--- config.mk ---
export PLATFORM = sky130hd
export DESIGN_NAME = wait_release_eval
export DESIGN_NICKNAME = d
export VERILOG_FILES = /design/src/rtl/wait_release_pkg.sv /design/src/rtl/wre_change_det.sv /design/src/rtl/wre_timeout_ctr.sv /design/src/rtl/wait_release_eval.sv
export SDC_FILE = /design/constraint.sdc
export NUM_CORES = 1
export LEC_CHECK = 0
export ABC_AREA = 1
export BUFFER_PORTS_ARGS = -buffer_cell sky130_fd_sc_hd__clkbuf_2
export CORE_ASPECT_RATIO = 1.4
export CORE_MARGIN = 8
export CORE_UTILIZATION = 30
export DETAILED_ROUTE_END_ITERATION = 8
export HOLD_SLACK_MARGIN = 0.12
export SLEW_MARGIN = 20
export SYNTH_ARGS = -nofsm -noshare
export SYNTH_HDL_FRONTEND = slang
export SYNTH_HIERARCHICAL = 1
export SYNTH_SLANG_ARGS = --single-unit
--- constraint.sdc ---
create_clock -name clk -period 3.51 [get_ports clk]
set_input_delay 0.1755 -clock clk [delete_from_list [all_inputs] [get_ports clk]]
set_output_delay 0.1755 -clock clk [all_outputs]
set_load 0.005 [all_outputs]
--- src/rtl/wait_release_pkg.sv ---
// Shared types for the wait condition release evaluator.
// Assumes the timeout input and the tick counter share one width.
package wait_release_pkg;
    localparam int unsigned CNT_W = 16;
    typedef logic [CNT_W-1:0] tick_cnt_t;

    // Reason a release is issued at a tick.
    typedef struct packed {
        logic by_event;
        logic by_timeout;
    } rel_cause_t;
endpackage

--- src/rtl/wre_change_det.sv ---
// Change detector for one watched bus.
// Compares the bus with its value at the previous tick. The held value
// loads the live bus during reset, so the first tick sees no false change.
// Assumes tick marks the only cycles where comparison is meaningful.
module wre_change_det #(
    parameter int unsigned W = 8
) (
    input  logic         clk,
    input  logic         rst_n,
    input  logic         tick,
    input  logic [W-1:0] bus,
    output logic         changed
);
    logic [W-1:0] held;

    // Capture the bus value at reset and at each tick.
    always_ff @(posedge clk) begin
        if (!rst_n)
            held <= bus;
        else if (tick)
            held <= bus;
    end

    // Flag a difference from the previous tick value.
    always_comb changed = tick && (bus != held);

    // the held value only moves on ticks.
    a_r5_hold_off_tick: assert property (@(posedge clk) disable iff (!rst_n)
        !tick |=> $stable(held));
endmodule

--- src/rtl/wre_timeout_ctr.sv ---
// Tick counter for the timeout path.
// Counts ticks since the last release and raises fire once the count,
// including the current tick, reaches the timeout. Restarts on any
// release. A timeout of zero never fires. Saturates rather than wrapping.
module wre_timeout_ctr
    import wait_release_pkg::*;
(
    input  logic      clk,
    input  logic      rst_n,
    input  logic      tick,
    input  logic      restart,
    input  tick_cnt_t limit,
    output logic      fire
);
    localparam tick_cnt_t CNT_MAX = '1;

    tick_cnt_t         cnt;
    logic [CNT_W:0]    cnt_next_wide;

    // Count including the current tick, one bit wider for the compare.
    always_comb cnt_next_wide = {1'b0, cnt} + 1'b1;

    // Timeout reached at this tick when enabled.
    always_comb fire = tick && (limit != '0) &&
                       (cnt_next_wide >= {1'b0, limit});

    // Advance on ticks, restart on release, saturate at the top.
    always_ff @(posedge clk) begin
        if (!rst_n)
            cnt <= '0;
        else if (tick) begin
            if (restart || fire)
                cnt <= '0;
            else if (cnt != CNT_MAX)
                cnt <= cnt_next_wide[CNT_W-1:0];
        end
    end

    // a zero limit never fires.
    a_r8_zero_disables: assert property (@(posedge clk) disable iff (!rst_n)
        (limit == '0) |-> !fire);
    // a restarting tick clears the count.
    a_r7_restart_clears: assert property (@(posedge clk) disable iff (!rst_n)
        (tick && restart) |=> (cnt == '0));
    // no tick leaves the count alone.
    a_r5_cnt_idle: assert property (@(posedge clk) disable iff (!rst_n)
        !tick |=> $stable(cnt));
endmodule

--- src/rtl/wait_release_eval.sv ---
// Wait condition release evaluator, top level.
// Releases a suspended process when either watched bus changes at a tick
// while guard is true, or after a programmable number of ticks with no
// release. The output is registered: it pulses the cycle after the
// deciding tick. Assumes inputs are synchronous to clk.
module wait_release_eval
    import wait_release_pkg::*;
#(
    parameter int unsigned WATCH_W   = 8,
    parameter int unsigned NUM_WATCH = 2
) (
    input  logic               clk,
    input  logic               rst_n,
    input  logic               tick,
    input  logic [WATCH_W-1:0] watch_a,
    input  logic [WATCH_W-1:0] watch_b,
    input  logic               guard,
    input  logic [15:0]        timeout,
    output logic               release_o
);
    logic [WATCH_W-1:0]   watch_bus [NUM_WATCH];
    logic [NUM_WATCH-1:0] chg;
    logic                 start;
    logic                 fire;
    rel_cause_t           cause;

    // Gather watched buses into one array.
    always_comb begin
        watch_bus[0] = watch_a;
        watch_bus[1] = watch_b;
    end

    // One change detector per watched bus.
    for (genvar i = 0; i < NUM_WATCH; i++) begin : g_det
        wre_change_det #(.W(WATCH_W)) u_det (
            .clk     (clk),
            .rst_n   (rst_n),
            .tick    (tick),
            .bus     (watch_bus[i]),
            .changed (chg[i])
        );
    end

    // Start condition: any change while guarded true.
    always_comb start = (|chg) && guard;

    wre_timeout_ctr u_ctr (
        .clk     (clk),
        .rst_n   (rst_n),
        .tick    (tick),
        .restart (start),
        .limit   (tick_cnt_t'(timeout)),
        .fire    (fire)
    );

    // Collect release causes for this tick.
    always_comb begin
        cause.by_event   = start;
        cause.by_timeout = fire;
    end

    // Register the release pulse.
    always_ff @(posedge clk) begin
        if (!rst_n)
            release_o <= 1'b0;
        else
            release_o <= tick && (cause.by_event || cause.by_timeout);
    end

    // first cycle after reset has no pulse.
    a_r1_quiet_after_reset: assert property (@(posedge clk)
        !rst_n |=> !release_o);
    // no tick, no pulse.
    a_r5_no_tick_no_release: assert property (@(posedge clk) disable iff (!rst_n)
        !tick |=> !release_o);
    // guard low with no timeout gives no pulse.
    a_r4_guard_blocks: assert property (@(posedge clk) disable iff (!rst_n)
        (tick && !guard && !fire) |=> !release_o);
    // a change on the first bus with guard high releases.
    a_r2_event_a: assert property (@(posedge clk) disable iff (!rst_n)
        (chg[0] && guard) |=> release_o);
    // a change on the second bus with guard high releases.
    a_r3_event_b: assert property (@(posedge clk) disable iff (!rst_n)
        (chg[1] && guard) |=> release_o);
    // a timeout firing releases.
    a_r6_timeout_release: assert property (@(posedge clk) disable iff (!rst_n)
        fire |=> release_o);
endmodule

==> flow_summary.yaml, run 1 <==
outcome:
  outcome: "finished clean"
drt:
  viasPerCell: 4.40
  wire_per_inst_um: 10.8
  drt-pass1-iter-count: 4
  vias: 2408
  finalWirelength_um: 5910
  drtIter0Drc: 82
  ant_nets: 0
  route.detailed.drc: 0
cts:
  htree_levels: 2
  cts_tree: "done"
  cts_buffers: 5
  clock_tree.root_cell: "clkbuf_16"
  clk-insertion-delay-late_ns: 0.28
  clkTransAtPathRegs_ns: 0.06
  cts_buffer_depth: 2
  cts_sinks: 33
synth:
  synth_cell_type_count: 32
  ys_warn_count: 6
  netlist_instances: 389
  synthesis.area_um2: 2640
  synth_area_per_cell_um2: 6.79
  synth_nets: 442
  ys_seq_elements: 33
  ys_seq_area_frac: 0.311
global_routing:
  grt_pass1_vias: 2311
  overflow: 0
  grt_util_all_layers: 0.0997
  antenna_found_initial: 0
  grt_pass1_wl_um: 9850
  grt_max_degree: 32
final_layout:
  final_common_cell: "nand2_1"
  diodes: 0
  area_growth_pct: 21.5
  finish.instance_area_um2: 3210
  final_cell_mix: "nand2_1, inv_1, nor2_1"
  drive_gt1_frac: 0.172
  layout.nets: 494
  num-fill-cells: 919
critical_path:
  worst_path_max_delay_cell: "dfxtp_1"
  worstPathRequired_ns: 3.68
  critPathMaxFanout: 19
  critical-path-max-stage-delay_ns: 0.39
  critical_path_class: "reg2reg"
  path_cells: "ha_1 > nand2_2 > inv_2 > nand2_2 > nor2_4 > nand2_1 > nor2_1 > xor2_1 > ha_1 > a21oi_1 > nor2_1 > nor2_1 > nand3_1 > nor2_1 > nand2_2 > nand2_4 > nand3_4 > nand2_1 > nand2_1 > nand2_1 > nor2_1"
  crit_path_end_kind: "register"
  worst_setup_path_start_kind: "register"
  crit_top_cell: "nor2_1"
  worstPathArrival_ns: 3.27
pwr:
  vdd_drop_max_mv: 0.187
  powerDensity_nw_per_um2: 338
  power_leakage_nw: 1.76
sta:
  clock-skew-final_ns: 0.00958
  period_minus_slack_ns: 3.10
  tightest_slew_ns: 0.377
  slew_viol_final: 0
  relSlewSlack: 0.749
  rsz0062_at_grt: "no"
  timing.fmax_ghz: 0.323
  setup_viol: 0
  tns_ns: 0
  final_hold_viol_count: 0
  post-route-period-util: 0.882
place:
  dp_hpwl_um: 4600
  port_buffers: 36
  postPlaceCellArea_um2: 2890
  place_congestion: 0.849
floorplan:
  core_area_um2: 8560
  die-height_um: 127
  ioPinCount: 37
  initial_core_util: 0.309
  dieWidth_um: 95.3
  dieArea_um2: 12100
  num_rows: 40
run:
  drv_cap: 0
worst_hold_path:
  hold_path_class: "in2reg"
-- repair_timing --
item,in CTS,in global routing
endpoints found under the hold margin,15,1
endpoints found under the setup margin,0,16
buffers inserted,0,0
hold buffers,15,1
gates resized for setup,0,1
-- synthesized netlist by cell type (all sizes together) --
cell | instances | area share
nand3 | 41 | 0.11
a21boi | 2 | 0.0057
a21oi | 21 | 0.041
clkbuf | 2 | 0.0028
nor3 | 2 | 0.0038
inv | 73 | 0.10
nand4 | 5 | 0.012
ha | 17 | 0.081
o21ai | 2 | 0.0052
clkinv | 1 | 0.0014
nand2 | 106 | 0.16
xor2 | 9 | 0.030
dfxtp | 17 | 0.13
nor2 | 61 | 0.090
o21a | 1 | 0.0028
edfxtp | 16 | 0.18
xnor2 | 3 | 0.0099
and3 | 1 | 0.0024
or2 | 1 | 0.0024
buf | 8 | 0.026
-- cell type report --
class                   instances  area (um2)  share of cell area
clock inverters                 2        10.0             0.00312
clock buffers                   6         129              0.0402
multi-input cells             273        1480               0.463
repair buffers                 54         355               0.111
flip-flops and latches         33         821               0.256
well taps                     105         131              0.0410
inverters                      74         278              0.0866
-- per-layer routing --
| metal | vias to the layer above | wire length (um) | global-route usage |
|---|---|---|---|
| met2 | 32 | 3110 | 0.186 |
| met1 | 1063 | 2520 | 0.108 |
| met5 | - | 0 | 0 |
| met3 | 4 | 233 | 0.0229 |
| met4 | 0 | 45 | 0.0221 |
| li1 | 1309 | - | - |
-- registers in the layout, indices dropped and copies added (netlist names) --
signal / cells
g_det.u_det/held: 16
release_o: 1
u_ctr/cnt: 16
-- report_power, final --
group | switching, mW | internal (mW) | leakage (nW)
Combinational | 0.119 | 0.0931 | 1.39
Clock | 0.154 | 0.260 | 0.0706
Sequential | 0.0214 | 0.435 | 0.303
Total | 0.295 | 0.788 | 1.76
-- cell families (layout without fill, tap and decap cells) --
family          count (synthesis)  in the layout  share of synthesized area
xor+xnor                       12             12                     0.0398
flops                          33             33                      0.311
buf+inv                        84            136                      0.134
fa+ha+maj                      17             17                     0.0805
compound gates                 26             26                     0.0550
simple gates                  217            218                      0.380
-- critical path, delay by kind of cell, from the launching register on --
kind,cells,cell delay [ns]
simple gates,16,1.63
buf+inv,1,0.07
xor+xnor,1,0.23
fa+ha+maj,2,0.50
flops,1,0.39
compound gates,1,0.16
-- path summary, 6_finish.rpt --
kind            startpoint             to  slack, ns  depth (start not counted)
max reg2reg   u_ctr/cnt[0]   u_ctr/cnt[1]       0.41                         21
max           u_ctr/cnt[0]   u_ctr/cnt[1]       0.41                         21
min                  guard      release_o       0.16                          3
min reg2reg  u_ctr/cnt[15]  u_ctr/cnt[15]       0.54                          2
-- through the flow --
| step | setup WS (ns) | instances | hold WS (ns) | util | total power, mW |
|---|---|---|---|---|---|
| after floorplan | 0.921 | 389 | 0.274 | - | 0.605 |
| after global placement | 0.281 | 522 | 0.384 | 0.338 | 0.658 |
| after detailed placement | 0.257 | 522 | 0.390 | 0.338 | 0.664 |
| after CTS | 0.236 | 545 | 0.121 | 0.372 | 1.10 |
| after global routing | 0.103 | 547 | 0.169 | 0.375 | 1.16 |
| final | 0.412 | 547 | 0.163 | 0.375 | 1.08 |
(Power assumes the default switching activity.)
==> run 2: changes to the inputs <==
Settings changed: CORE_UTILIZATION 30 to 50, PLACE_DENSITY set to 0.71, SLEW_MARGIN 20 to not set.
==> flow_summary.yaml, run 2 (same netlist as run 1, synthesis figures left out) <==
sta:
  period_minus_slack_ns: 3.18
  tightest_slew_ns: 0.471
  rsz0062_at_grt: "no"
  timing.fmax_ghz: 0.315
  slew_viol_final: 0
  relSlewSlack: 0.686
  layout_setup_ws_ns: 0.332
  post-route-period-util: 0.905
  tns_ns: 0
  clock-skew-final_ns: 0.00364
  final_hold_viol_count: 0
  setup_viol: 0
final_layout:
  final_common_cell: "nand2_1"
  top_regs: "g_det.u_det/held x16, u_ctr/cnt x16, release_o x1"
  final_util: 0.609
  final_cell_mix: "nand2_1, inv_1, nor2_1"
  diodes: 0
  area_growth_pct: 18.0
  layout.nets: 495
  num-fill-cells: 496
  drive_gt1_frac: 0.174
worst_hold_path:
  hold_path_class: "in2reg"
critical_path:
  worstPathArrival_ns: 3.36
  critPathMaxFanout: 19
  worst_setup_path_start_kind: "register"
  crit_path_end_kind: "register"
  worstPathRequired_ns: 3.69
  critical_path_class: "reg2reg"
cts:
  cts_sinks: 33
  cts_tree: "done"
  clkTransAtPathRegs_ns: 0.07
  clock_tree.root_cell: "clkbuf_8"
  htree_levels: 2
  cts_buffer_depth: 2
  cts_buffers: 5
  clk-insertion-delay-late_ns: 0.29
global_routing:
  grt_pass1_wl_um: 9540
  antenna_found_initial: 0
  grt_pass1_vias: 2300
  grt_util_all_layers: 0.148
  overflow: 0
  grt_max_degree: 32
drt:
  vias: 2423
  finalWirelength_um: 5880
  drt-pass1-iter-count: 4
  ant_nets: 0
  viasPerCell: 4.76
  route.detailed.drc: 0
  wire_per_inst_um: 11.5
  drtIter0Drc: 94
floorplan:
  ioPinCount: 37
  dieArea_um2: 7900
  initial_core_util: 0.516
  die-height_um: 102
  num_rows: 31
  dieWidth_um: 77.4
  core_area_um2: 5120
pwr:
  vdd_drop_max_mv: 0.225
  powerDensity_nw_per_um2: 307
  power_leakage_nw: 1.74
place:
  pre_cts_slack_ns: 0.172
  port_buffers: 36
  dp_hpwl_um: 4470
  place_congestion: 0.882
outcome:
  outcome: "finished clean"
run:
  drv_cap: 0
run 2: cell types whose count changed in the layout (fill, tap and decap cells not counted):
| cell | delta |
|---|---|
| dlygate4sd3_1 | +1 |
| clkbuf_16 | -5 |
| clkbuf_1 | -1 |
| clkbuf_8 | +5 |
| clkinvlp_4 | +1 |
run 2: where the power goes:
group,leakage (nW),switching [mW],internal (mW),total [mW]
clock,0.0439,0.147,0.137,0.284
combinational,1.39,0.121,0.0938,0.215
sequential,0.303,0.0225,0.435,0.457
total,1.74,0.290,0.665,0.955
run 2: what timing repair did:
item	4_1_cts	5_1_grt
hold endpoints to repair	17	0
setup buffers	0	0
hold buffers	17	0
gates resized for setup	0	1
endpoints found under the setup margin	0	16
run 2: layer usage:
metal	GRT usage	wire length [um]	vias to the layer above
met2	0.291	3130	34
met3	0.0361	216	7
met4	0.0612	102	0
met5	0	0	-
li1	-	-	1314
met1	0.144	2430	1068
run 2: layout make-up:
type	count	area, um2	area share
multi-input cells	273	1480	0.476
inverters	74	278	0.0891
clock inverters	3	17.5	0.00562
clock buffers	5	68.8	0.0221
well taps	66	82.6	0.0265
repair buffers	55	365	0.117
flip-flops and latches	33	821	0.263
run 2: final timing paths:
| path | end | slack (ns) | cells past startpoint | from |
|---|---|---|---|---|
| max reg2reg | u_ctr/cnt[9] | 0.33 | 19 | u_ctr/cnt[0] |
| min | u_ctr/cnt[4] | 0.36 | 3 | rst_n |
| min reg2reg | u_ctr/cnt[15] | 0.54 | 2 | u_ctr/cnt[15] |
| max | u_ctr/cnt[9] | 0.33 | 19 | u_ctr/cnt[0] |
run 2: critical path, cell delays in order, from the launching register on:
cell and delay, ns:
dfxtp_1 0.41, ha_1 0.22, nand2_2 0.08, inv_2 0.07, nand2_2 0.06, nor2_4 0.13
nand2_1 0.10, nor2_1 0.12, xor2_1 0.27, ha_1 0.30, a21oi_1 0.15, nor2_1 0.05
nor2_1 0.09, nand3_1 0.08, nor2_1 0.12, nand2_2 0.08, nand2_4 0.20, nand3_4 0.28
a21oi_1 0.20, nor2_1 0.06
run 2: through the flow:
step	power, mW	area, um2	hold WS, ns	cells
2_1_floorplan	0.605	2640	0.274	389
5_1_grt	1.02	3120	0.378	509
3_5_place_dp	0.664	2840	0.386	483
4_1_cts	0.964	3100	0.353	508
3_3_place_gp	0.656	2840	0.385	483
6_report	0.955	3120	0.361	509
